### config.mk
export PLATFORM = sky130hd
export DESIGN_NAME = burst_addr_seq
export DESIGN_NICKNAME = d
export VERILOG_FILES = /design/src/rtl/burst_pkg.sv /design/src/rtl/burst_rst_sync.sv /design/src/rtl/burst_decode.sv /design/src/rtl/burst_base_reg.sv /design/src/rtl/burst_beat_cnt.sv /design/src/rtl/burst_order_map.sv /design/src/rtl/burst_addr_seq.sv
export SDC_FILE = /design/constraint.sdc
export NUM_CORES = 1
export LEC_CHECK = 0
export BUFFER_PORTS_ARGS = -buffer_cell sky130_fd_sc_hd__buf_2
export CAP_MARGIN = 10
export CORE_MARGIN = 2
export CORE_UTILIZATION = 40
export DETAILED_ROUTE_END_ITERATION = 7
export MAX_ROUTING_LAYER = met4
export PLACE_DENSITY = 0.69
export SETUP_SLACK_MARGIN = 0.05
export SYNTH_ARGS = -nofsm -noshare
export SYNTH_HDL_FRONTEND = slang
export SYNTH_HIERARCHICAL = 1
export SYNTH_SLANG_ARGS = --single-unit
### constraint.sdc
create_clock -name clk -period 1.95 [get_ports clk]
set_clock_uncertainty 0.05 [all_clocks]
set_input_delay 0.39 -clock clk [delete_from_list [all_inputs] [get_ports clk]]
set_output_delay 0.39 -clock clk [all_outputs]
set_load 0.01 [all_outputs]
### src/rtl/burst_pkg.sv
package burst_pkg;

  // Action decoded from the strobes and advance on one edge
  typedef enum logic [1:0] {
    ACT_HOLD = 2'd0,
    ACT_LOAD = 2'd1,
    ACT_STEP = 2'd2
  } burst_act_t;

  // Beat order; encoding matches the order_sel pin level
  typedef enum logic {
    ORD_LINEAR     = 1'b0,
    ORD_INTERLEAVE = 1'b1
  } burst_order_t;

endpackage

### src/rtl/burst_rst_sync.sv
module burst_rst_sync #(
  parameter int STAGES = 2
) (
  input  logic clk,
  input  logic rst_n,
  output logic rst_sync_n
);

  logic [STAGES-1:0] sync_q;
  logic [STAGES-1:0] sync_d;

  always_comb begin
    sync_d = {sync_q[STAGES-2:0], 1'b1};
  end

  always_ff @(posedge clk or negedge rst_n) begin
    if (!rst_n) sync_q <= '0;
    else        sync_q <= sync_d;
  end

  assign rst_sync_n = sync_q[STAGES-1];

endmodule

### src/rtl/burst_decode.sv
module burst_decode
  import burst_pkg::*;
(
  input  logic       strobe_a_n,
  input  logic       strobe_b_n,
  input  logic       adv_n,
  output burst_act_t act
);

  // Either strobe wins over advance; advance only counts with both strobes idle
  always_comb begin
    if (!strobe_a_n || !strobe_b_n) act = ACT_LOAD;
    else if (!adv_n)                act = ACT_STEP;
    else                            act = ACT_HOLD;
  end

endmodule

### src/rtl/burst_base_reg.sv
module burst_base_reg
  import burst_pkg::*;
#(
  parameter int ADDR_W = 16
) (
  input  logic              clk,
  input  logic              rst_n,
  input  logic              load_en,
  input  logic [ADDR_W-1:0] addr_in,
  input  logic              order_in,
  output logic [ADDR_W-1:0] base_q,
  output burst_order_t      order_q
);

  logic [ADDR_W-1:0] base_d;
  burst_order_t      order_d;

  always_comb begin
    base_d  = base_q;
    order_d = order_q;
    if (load_en) begin
      base_d  = addr_in;
      order_d = burst_order_t'(order_in);
    end
  end

  always_ff @(posedge clk or negedge rst_n) begin
    if (!rst_n) begin
      base_q  <= '0;
      order_q <= ORD_INTERLEAVE;
    end else begin
      base_q  <= base_d;
      order_q <= order_d;
    end
  end

  AST_BASE_KEPT: assert property (@(posedge clk) disable iff (!rst_n)
    !load_en |=> $stable(base_q));

  AST_ORDER_KEPT: assert property (@(posedge clk) disable iff (!rst_n)
    !load_en |=> $stable(order_q));

endmodule

### src/rtl/burst_beat_cnt.sv
module burst_beat_cnt
  import burst_pkg::*;
#(
  parameter int BEAT_W = 2
) (
  input  logic              clk,
  input  logic              rst_n,
  input  burst_act_t        act,
  output logic [BEAT_W-1:0] beat_q
);

  localparam logic [BEAT_W-1:0] ONE = BEAT_W'(1);

  logic [BEAT_W-1:0] beat_d;

  // Counter wraps naturally at the burst length
  always_comb begin
    case (act)
      ACT_LOAD: beat_d = '0;
      ACT_STEP: beat_d = beat_q + ONE;
      default:  beat_d = beat_q;
    endcase
  end

  always_ff @(posedge clk or negedge rst_n) begin
    if (!rst_n) beat_q <= '0;
    else        beat_q <= beat_d;
  end

  AST_LOAD_CLEARS: assert property (@(posedge clk) disable iff (!rst_n)
    (act == ACT_LOAD) |=> (beat_q == '0));

  AST_STEP_ADVANCES: assert property (@(posedge clk) disable iff (!rst_n)
    (act == ACT_STEP) |=> (beat_q == BEAT_W'($past(beat_q) + ONE)));

  AST_HOLD_KEEPS: assert property (@(posedge clk) disable iff (!rst_n)
    (act == ACT_HOLD) |=> $stable(beat_q));

endmodule

### src/rtl/burst_order_map.sv
module burst_order_map
  import burst_pkg::*;
#(
  parameter int BEAT_W = 2
) (
  input  logic [BEAT_W-1:0] base_lo,
  input  logic [BEAT_W-1:0] beat,
  input  burst_order_t      order,
  output logic [BEAT_W-1:0] addr_lo
);

  logic [BEAT_W-1:0] lo_intlv;
  logic [BEAT_W-1:0] lo_linear;

  // Interleaved: per-bit toggle by the beat count
  for (genvar b = 0; b < BEAT_W; b++) begin : g_xor
    assign lo_intlv[b] = base_lo[b] ^ beat[b];
  end

  // Linear: sum truncated to the group size
  assign lo_linear = base_lo + beat;

  always_comb begin
    addr_lo = (order == ORD_INTERLEAVE) ? lo_intlv : lo_linear;
  end

endmodule

### src/rtl/burst_addr_seq.sv
module burst_addr_seq
  import burst_pkg::*;
#(
  parameter int ADDR_W    = 16,
  parameter int BURST_LEN = 4,
  parameter int SYNC_STG  = 2
) (
  input  logic              clk,
  input  logic              rst_n,
  input  logic              strobe_a_n,
  input  logic              strobe_b_n,
  input  logic              adv_n,
  input  logic              order_sel,
  input  logic [ADDR_W-1:0] addr_in,
  output logic [ADDR_W-1:0] burst_addr
);

  localparam int BEAT_W = $clog2(BURST_LEN);

  logic              rst_sync_n;
  burst_act_t        act;
  logic [ADDR_W-1:0] base_q;
  burst_order_t      order_q;
  logic [BEAT_W-1:0] beat_q;
  logic [BEAT_W-1:0] addr_lo;

  burst_rst_sync #(.STAGES(SYNC_STG)) u_rst_sync (
    .clk        (clk),
    .rst_n      (rst_n),
    .rst_sync_n (rst_sync_n)
  );

  burst_decode u_decode (
    .strobe_a_n (strobe_a_n),
    .strobe_b_n (strobe_b_n),
    .adv_n      (adv_n),
    .act        (act)
  );

  burst_base_reg #(.ADDR_W(ADDR_W)) u_base (
    .clk      (clk),
    .rst_n    (rst_sync_n),
    .load_en  (act == ACT_LOAD),
    .addr_in  (addr_in),
    .order_in (order_sel),
    .base_q   (base_q),
    .order_q  (order_q)
  );

  burst_beat_cnt #(.BEAT_W(BEAT_W)) u_cnt (
    .clk    (clk),
    .rst_n  (rst_sync_n),
    .act    (act),
    .beat_q (beat_q)
  );

  burst_order_map #(.BEAT_W(BEAT_W)) u_map (
    .base_lo (base_q[BEAT_W-1:0]),
    .beat    (beat_q),
    .order   (order_q),
    .addr_lo (addr_lo)
  );

  assign burst_addr = {base_q[ADDR_W-1:BEAT_W], addr_lo};

  AST_LOAD_SHOWS_BASE: assert property (@(posedge clk) disable iff (!rst_sync_n)
    (!strobe_a_n || !strobe_b_n) |=> (burst_addr == $past(addr_in)));

  AST_ADV_IGNORED_ON_LOAD: assert property (@(posedge clk) disable iff (!rst_sync_n)
    (!strobe_a_n && !adv_n) |=> (burst_addr == $past(addr_in)));

  AST_HOLD_STABLE_OUT: assert property (@(posedge clk) disable iff (!rst_sync_n)
    (strobe_a_n && strobe_b_n && adv_n) |=> $stable(burst_addr));

  AST_UPPER_FIXED: assert property (@(posedge clk) disable iff (!rst_sync_n)
    (strobe_a_n && strobe_b_n) |=>
      (burst_addr[ADDR_W-1:BEAT_W] == $past(burst_addr[ADDR_W-1:BEAT_W])));

endmodule

* After elaboration in Yosys (flattened, before gate mapping) *
Index checks and enable logic that the tools add are counted.

word-level totals
  flip-flop bits (word level) = 21
  input bits = 22
  output and inout bits = 16
  logic and storage cells = 18

operators by class
  add/sub/neg operators = 2
  eq/ne operators = 2
  multiplexer cells = 4
  bitwise logic cells = 2
  reduce and logical (&&, ||, !) cells = 4

operators with widths
  cell                                            count
  2-to-1 mux 2 bit                                3
  one-hot mux 2 bit (2 select lines)              1
  adder 2 x 1 -> 2 bit (second input constant)    1
  adder 2 bit                                     1
  == test 2 x 1 -> 1 bit (second input constant)  1
  == test 2 bit (second input constant)           1
  zero test 1 bit                                 2
  nonzero test 2 bit                              1
  XOR 1 bit                                       2
  logical OR 1 bit                                1

* Logic depth before layout (Yosys ltp) *
Gate-level depths: netlist of run 1.

  depth in word-level cells = 5
  gate-level depth with buffers = 6
  gate-level depth less buffers = 6

* Modules after synthesis *
The synthesis of run 1 kept the hierarchy.

by module, submodules not included
  module           times used  cells an instance  area each (um2)  sequential area each (um2)
  burst_base_reg   1           36                 686.9            426.7
  burst_beat_cnt   1           11                 103.8            50.0
  burst_rst_sync   1           3                  53.8             50.0
  burst_order_map  1           4                  36.3             0.0
  burst_addr_seq   1           1                  13.8             0.0
  burst_decode     1           2                  12.5             0.0

* Worst setup path after synthesis of run 1 *
OpenSTA, ideal clock, no wires.

  path kind = input to register
  start point = in strobe_b_n
  end point = reg u_base.base_q[10]
  setup time = 125 ps
  data arrival time = 1253 ps
  data required time = 1775 ps
  slack = 522 ps
  stages = 5
  buffers on the path = 2
  path through = and3b_1 nor2b_4 buf_6 buf_12 mux2_4

on the way
  cells in the longest elaborated chain, start to end = 4

ends and longest elaborated chain
  what                    RTL line              RTL
  start, declared         burst_addr_seq.sv:11  input logic strobe_b_n,
  zero test 1 bit         burst_decode.sv:12    if (!strobe_a_n || !strobe_b_n) act = ACT_LOAD;
  logical OR 1 bit        burst_decode.sv:12
  2-to-1 mux 2 bit        burst_decode.sv:12
  == test 2 x 1 -> 1 bit  burst_addr_seq.sv:43  .load_en (act == ACT_LOAD),
  end signal, assigned    burst_base_reg.sv:32  base_q <= base_d;
  end, declared           burst_base_reg.sv:11  output logic [ADDR_W-1:0] base_q,

No other way between the ends.
A chain may end at the register's enable or synchronous reset.

* Final worst setup path of run 1 *
  start point = reg u_cnt.beat_q[0]
  end point = out burst_addr[1]

on the way
  cells in the longest elaborated chain, start to end = 2

ends and longest elaborated chain
  what                    RTL line               RTL
  start, declared         burst_beat_cnt.sv:9    output logic [BEAT_W-1:0] beat_q
  start signal, assigned  burst_beat_cnt.sv:27   else beat_q <= beat_d;
  adder 2 bit             burst_order_map.sv:21  assign lo_linear = base_lo + beat;
  2-to-1 mux 2 bit        burst_order_map.sv:24  addr_lo = (order == ORD_INTERLEAVE) ? lo_intlv : lo_linear;
  end, declared           burst_addr_seq.sv:15   output logic [ADDR_W-1:0] burst_addr

No other way between the ends.

==> run_results.csv, run 1 <==
group,metric,value,unit
setup_path,worst_path_max_delay_cell,"dfrtp_1",
floorplan,die_h,51.62,um
clock_network,insertion_delay,0.29,ns
synth,yosysUniqueCellTypes,16,
clock_network,clock_path_buffers,2,
routing,dr_total_vias,578,
timing,tns,0,ns
synth,avgSynthCellArea,15.91,sq um
clock_network,cts.sinks,21,
placed_design,port_buffers,37,
global_route,grt_pass1_wl,2553,um
routing,drt_iter0_drc,1,
placed_design,place_ws,0.4140,ns
global_route,grt_pass1_vias,579,
clock_network,numCtsBuffers,3,
placed_design,gp_congestion,0.7100,
clock_network,cts-htree-levels,1,
setup_path,timing.rr.end,"u_base/base_q[14]",
synth,muxShareOfSynthArea,25.24,%
power,p_sw,211.6,uW
clock_network,post-cts-setup-buffers,0,
setup_path,cp.arrival,1.32,ns
routing,avgRoutedWirePerCell,11.71,um
power,clkPwrFrac,22.7,%
setup_path,path_buf_inv,1,
finish,drive_gt1_share,62.24,%
global_route,grt_max_degree,20,
setup_path,rr_worst_depth,1,
synth,synth-adder-area-share,2.759,%
synth,synth-xor-area-share,1.931,%
worst_hold_path,hold_path.class,"reg2async",
power,power_per_cell_area,750.7,mW/mm^2
floorplan,die_x,51.62,um
clock_network,clockRootBuffer,"clkbuf_4",
clock_network,postCtsResizedCells,0,
synth,yosysWarnings,6,
setup_path,critPathLaunchType,"flip-flop",
clock_network,clk_pin_slew_worst_paths,0.11,ns
floorplan,dieArea,0.002665,sq mm
finish,final_common_cell,"buf_2",
setup_path,reg2reg_setup_slack,1.12,ns
setup_path,path_class,"reg2out",
power,power.internal,654.5,uW
synth,synth.net_count,81,
global_route,overflow,0,
setup_path,crit_start,"u_cnt/beat_q[0]",
routing,wirelength,1476,um
setup_path,reg2reg_from,"u_base/base_q[14]",
setup_path,crit_fanout,5,
global_route,track_usage,13.76,%
timing,finalWorstSetupSlack,0.1886,ns
routing,viasPerCell,4.587,
timing,drv_slew,0,
floorplan,initial_utilization,41.81,%
timing,fin_crit_sh,90.33,%
synth,ys_ff_latch,21,
run,drv_cap,0,
placed_design,place_inst,121,
routing,postRouteAntennaNets,0,
setup_path,worst_setup_path_end_kind,"output pin",
clock_network,postCtsHoldBufs,1,
timing,finalSetupViolCount,0,
synth,ys_seq_area_share,58.07,%
timing,hold_ws,0.2535,ns
power,vdd_drop_max,0.5315,mV
power,pwr-share-comb,19.2,%
timing,final_hold_viol_count,0,
finish,stdcell_count,126,
timing,timing.fmax,567.7,MHz
finish,nNetsFinal,123,
setup_path,critical_path.max_stage_delay,0.42,ns
setup_path,crit_family,"flip-flops",
finish,layout_common_cells,"buf_2 (37), dfrtp_1 (20), mux2_4 (10)",
synth,syn_area,907.1,sq um
setup_path,cp_num_cells,4,
placed_design,post-dp-hpwl,1157,um
floorplan,io_pins,38,
setup_path,critPathRequiredTime,1.51,ns
floorplan,rows,17,
synth,synth_top_family_by_area,"multiplexers",
floorplan,core_area,0.002170,sq mm
finish,antenna_cells,0,
synth,yosys.area_share.simple,6.069,%
timing,rsz0062_at_grt,"no",
routing,drt_first_pass_iters,2,
setup_path,critical_path.cell_chain,"ha_1, nor2b_1, xnor2_1, buf_2",
power,seq_power_share,58.1,%
power,p_leak,0.0006057,uW
timing,fin_crit,1.761,ns
power,netSwitchingFraction,24.43,%
clock_network,cts_tree,"built",
finish,area_delta_synth_final,27.17,%
routing,drc_errors,0,
timing,worst_pin_slew,0.7198,ns
run_status,status,"finished, final reports clean",
timing,slew_headroom,52.01,%
synth,synthCells,57,
global_route,antenna_found_initial,0,
synth,synth_compound_area_share,1.655,%
[synth_stat cells, drive strengths merged]
library cell  instances  area share [%]
dfrtp                20              55
mux2                 17              25
nor2b                 3             2.9
o21ai                 3             1.7
buf                   2             3.4
ha                    2             2.8
nand2                 2            0.83
nand2b                2             1.4
xnor2                 2             1.9
and3b                 1            0.97
conb                  1            0.41
dfstp                 1             2.9
inv                   1            0.41
[state kept, by name (all words and copies together), names as in the netlist]
register	flops
u_cnt/beat_q	2
u_base/base_q	16
u_rst_sync/sync_q	2
u_base/order_q	1
[layer usage]
layer	track usage [%]	part of all wire (%)
met1	16.14	39
met2	22.86	55
met3	2.586	4.0
met4	6.579	1.5
met5	-	0
[worst max-delay path by stage]
stage	endpoint	slack, ns
2_1_floorplan	u_base/base_q[10]	0.52
3_3_place_gp	u_base/base_q[1]	0.44
3_5_place_dp	u_base/base_q[0]	0.41
4_1_cts	burst_addr[1]	0.15
5_1_grt	burst_addr[1]	0.08
6_report	burst_addr[1]	0.19
[layout make-up]
class | instances | area, sq um
Sequential cell | 21 | 526.8
Multi-Input combinational cell | 33 | 345.3
Tap cell | 28 | 35.03
Timing Repair Buffer | 39 | 215.2
Inverter | 1 | 3.754
Clock buffer | 3 | 22.52
Clock inverter | 1 | 5.005
Fill cell | 211 | 1016
[power by group through the flow]
stage	Sequential, uW	Combinational (uW)	Clock, uW
after floorplan	524	90.7	0
final	503	166	197
after detailed placement	513	167	0
after CTS	505	170	208
after global placement	511	165	0
after global routing	511	181	239
[cells by family after synthesis]
group,count (synthesis)
adders and majority gates,2
buffers and inverters,3
muxes,17
xor gates and xnor gates,2
DFF,21
AOI/OAI and AO/OA,3
other,1
and+or+nand+nor,8
[metrics by stage]
step           utilization (%)  area (sq um)  total power [uW]
3_3_place_gp             51.44          1116             676.4
3_5_place_dp             51.44          1116             680.6
6_report                 53.17          1154             866.1
2_1_floorplan                -         907.1             614.8
4_1_cts                  53.17          1154             882.6
5_1_grt                  53.17          1154             931.0
No activity file was read; power rests on OpenSTA's default activity.
==> run 2, diff against run 1 <==
--- a/config.mk
+++ b/config.mk
@@ -5,13 +5,14 @@
 export SDC_FILE = /design/constraint.sdc
 export NUM_CORES = 1
 export LEC_CHECK = 0
+export ABC_AREA = 1
 export BUFFER_PORTS_ARGS = -buffer_cell sky130_fd_sc_hd__buf_2
 export CAP_MARGIN = 10
 export CORE_MARGIN = 2
 export CORE_UTILIZATION = 40
 export DETAILED_ROUTE_END_ITERATION = 7
 export MAX_ROUTING_LAYER = met4
-export PLACE_DENSITY = 0.69
+export PLACE_DENSITY = 0.68
 export SETUP_SLACK_MARGIN = 0.05
 export SYNTH_ARGS = -nofsm -noshare
 export SYNTH_HDL_FRONTEND = slang
==> run_results.csv, run 2 <==
group,metric,value,unit
run_status,status,"finished, final reports clean",
global_route,grt_max_degree,20,
power,vdd_drop_max,0.4892,mV
global_route,track_usage,15.31,%
routing,drc_errors,0,
finish,largest_register_ffs,16,
routing,drt_iter0_drc,7,
floorplan,die_h,52.34,um
setup_path,critPathRequiredTime,1.51,ns
routing,avgRoutedWirePerCell,9.876,um
routing,postRouteAntennaNets,0,
finish,nNetsFinal,174,
worst_hold_path,min-delay-start,"order_sel",
power,power_per_cell_area,740.6,mW/mm^2
setup_path,crit_fanout,3,
power,power.internal,622.3,uW
timing,worst_pin_slew,0.7371,ns
synth,synth-edff-count,0,
synth,postSynth.asyncResetShare,100.0,%
setup_path,reg2reg_from,"u_cnt/beat_q[0]",
timing,finalSetupViolCount,0,
finish,nFillCells,223,
synth,yosysUniqueCellTypes,17,
global_route,overflow,0,
finish,antenna_cells,0,
power,netSwitchingFraction,28.03,%
clock_network,clk_pin_slew_worst_paths,0.11,ns
floorplan,rows,17,
worst_hold_path,hold_path.class,"in2reg",
setup_path,reg2reg_setup_slack,1.06,ns
worst_hold_path,hold_path_end,"u_base/order_q",
power,pwr-share-comb,18.4,%
timing,slew_headroom,50.86,%
floorplan,die_x,52.34,um
setup_path,timing.rr.end,"u_cnt/beat_q[1]",
worst_hold_path,min_path_cells,3,
synth,ys_ff_latch,21,
floorplan,io_pins,38,
synth,yosysMostFrequentCell,"nand2_1",
power,p_leak,0.0006878,uW
setup_path,path_class,"reg2out",
floorplan,core_area,0.002212,sq mm
setup_path,cp.arrival,1.27,ns
synth,yosysWarnings,6,
routing,wirelength,1748,um
clock_network,cts-htree-levels,1,
timing,fin_crit,1.711,ns
routing,viasPerCell,4.356,
global_route,grt_pass1_wl,3091,um
finish,area_delta_synth_final,24.90,%
timing,drv_slew,0,
finish,seqCellArea,526.8,sq um
setup_path,critPathLaunchType,"flip-flop",
finish,layout_common_cells,"nand2_1 (54), buf_2 (37), dfrtp_1 (20)",
synth,yosysTopAreaCellShare,53.55,%
clock_network,cts_tree,"built",
synth,synth.net_count,132,
routing,drt_first_pass_iters,3,
synth,syn_area,934.6,sq um
clock_network,insertion_delay,0.29,ns
global_route,grt_pass1_vias,763,
synth,synthFlopType,"dfrtp_1",
synth,synthCells,108,
synth,ys_top_cells_by_area,"dfrtp_1 (54%), nand2_1 (22%), nand2_2 (4.0%)",
synth,yosys-top-cells-count,"nand2_1 (54), dfrtp_1 (20), inv_1 (9)",
synth,ys_seq_area_share,56.36,%
finish,regMostFlops,"u_base/base_q",
timing,final_hold_viol_count,0,
placed_design,port_buffers,37,
floorplan,dieArea,0.002739,sq mm
timing,tns,0,ns
synth,avgSynthCellArea,8.654,sq um
synth,yosysTopAreaCell,"dfrtp_1",
clock_network,cts.sinks,21,
setup_path,rr_worst_depth,3,
global_route,antenna_found_initial,0,
placed_design,post-dp-hpwl,1321,um
timing,rsz0062_at_grt,"no",
finish,top_regs,"u_base/base_q: 16 flops, u_cnt/beat_q: 2 flops, u_rst_sync/sync_q: 2 flops",
finish,drive_gt1_share,36.24,%
finish,final_common_cell,"nand2_1",
run,drv_cap,0,
timing,fin_crit_sh,87.73,%
placed_design,gp_congestion,0.7369,
setup_path,worst_setup_path_end_kind,"output pin",
timing,timing.fmax,584.5,MHz
clock_network,numCtsBuffers,3,
clock_network,clock_path_buffers,2,
clock_network,clockRootBuffer,"clkbuf_4",
power,seq_power_share,58.5,%
finish,stdcell_count,177,
routing,dr_total_vias,771,
finish,multi_input_area,319.1,sq um
floorplan,initial_utilization,42.25,%
power,clkPwrFrac,23.1,%
power,p_sw,242.3,uW
placed_design,place_inst,171,
## run 2: changes by cell type after synthesis, moves of 4 or more
cell / before / now
mux2_4: 10 / 0
nand2_1: 2 / 54
inv_1: 1 / 9
nand3_1: 0 / 4
nand2_2: 0 / 6
mux2_2: 7 / 0
## run 2: worst max-delay path by stage
stage / from / endpoint / slack, ns / cells past startpoint
after floorplan: u_cnt/beat_q[0] / burst_addr[1] / 0.69 / 6
after global placement: u_cnt/beat_q[0] / burst_addr[1] / 0.59 / 6
after detailed placement: u_cnt/beat_q[0] / burst_addr[1] / 0.56 / 7
after CTS: u_cnt/beat_q[0] / burst_addr[1] / 0.21 / 7
after global routing: u_cnt/beat_q[0] / burst_addr[1] / 0.09 / 7
final: u_cnt/beat_q[0] / burst_addr[1] / 0.24 / 7
## run 2: power groups by stage
stage	logic [uW]	clock network [uW]	registers [uW]
3_3_place_gp	154	0	514
2_1_floorplan	82.9	0	527
4_1_cts	161	212	507
5_1_grt	182	230	513
3_5_place_dp	159	0	515
6_report	159	200	506
## run 2: critical path, cell delays in order (launching register included)
cell and delay, ns:
dfrtp_1 0.39, ha_1 0.17, inv_1 0.05, nor2_1 0.09, nand3_1 0.07, nand2_1 0.06
inv_1 0.03, buf_2 0.12
## run 2: cell type report
cell class	instances	area share, %
well taps	28	3.001
flip-flops and latches	21	45.12
repair buffers	40	18.01
clock buffers	3	1.929
inverters	11	4.180
clock inverters	1	0.4287
multi-input cells	73	27.33
## run 2: kinds of logic after synthesis
group                      after synthesis  share of synthesized area, %
DFF                                     21                         56.36
other                                    1                        0.4012
AOI/OAI and AO/OA                        2                         1.070
and+or+nand+nor                         68                         29.99
buffers and inverters                   14                         9.503
adders and majority gates                2                         2.677
## run 2: per-layer routing
layer | wire length (um) | track usage (%) | vias to the layer above
li1 | - | - | 400
met1 | 757 | 18.21 | 349
met2 | 898 | 26.25 | 20
met3 | 80 | 1.714 | 2
met4 | 12 | 6.410 | 0
met5 | 0 | - | -
## run 2: repair_timing
action,CTS,global route
gates resized for setup,0,0
hold buffers,1,0
endpoints found under the setup margin,0,1
endpoints found under the hold margin,2,0
buffers inserted,0,1
## run 2: through the flow
step	instance area, sq um	setup slack [ns]	hold WS (ns)	power, uW	utilization (%)
2_1_floorplan	934.6	0.6856	0.04441	610.1	-
3_3_place_gp	1122	0.5900	0.1245	668.8	50.74
3_5_place_dp	1122	0.5628	0.1322	674.6	50.74
4_1_cts	1160	0.2118	0.2248	880.1	52.43
5_1_grt	1167	0.08852	0.2185	925.6	52.77
6_report	1167	0.2392	0.2386	864.6	52.77
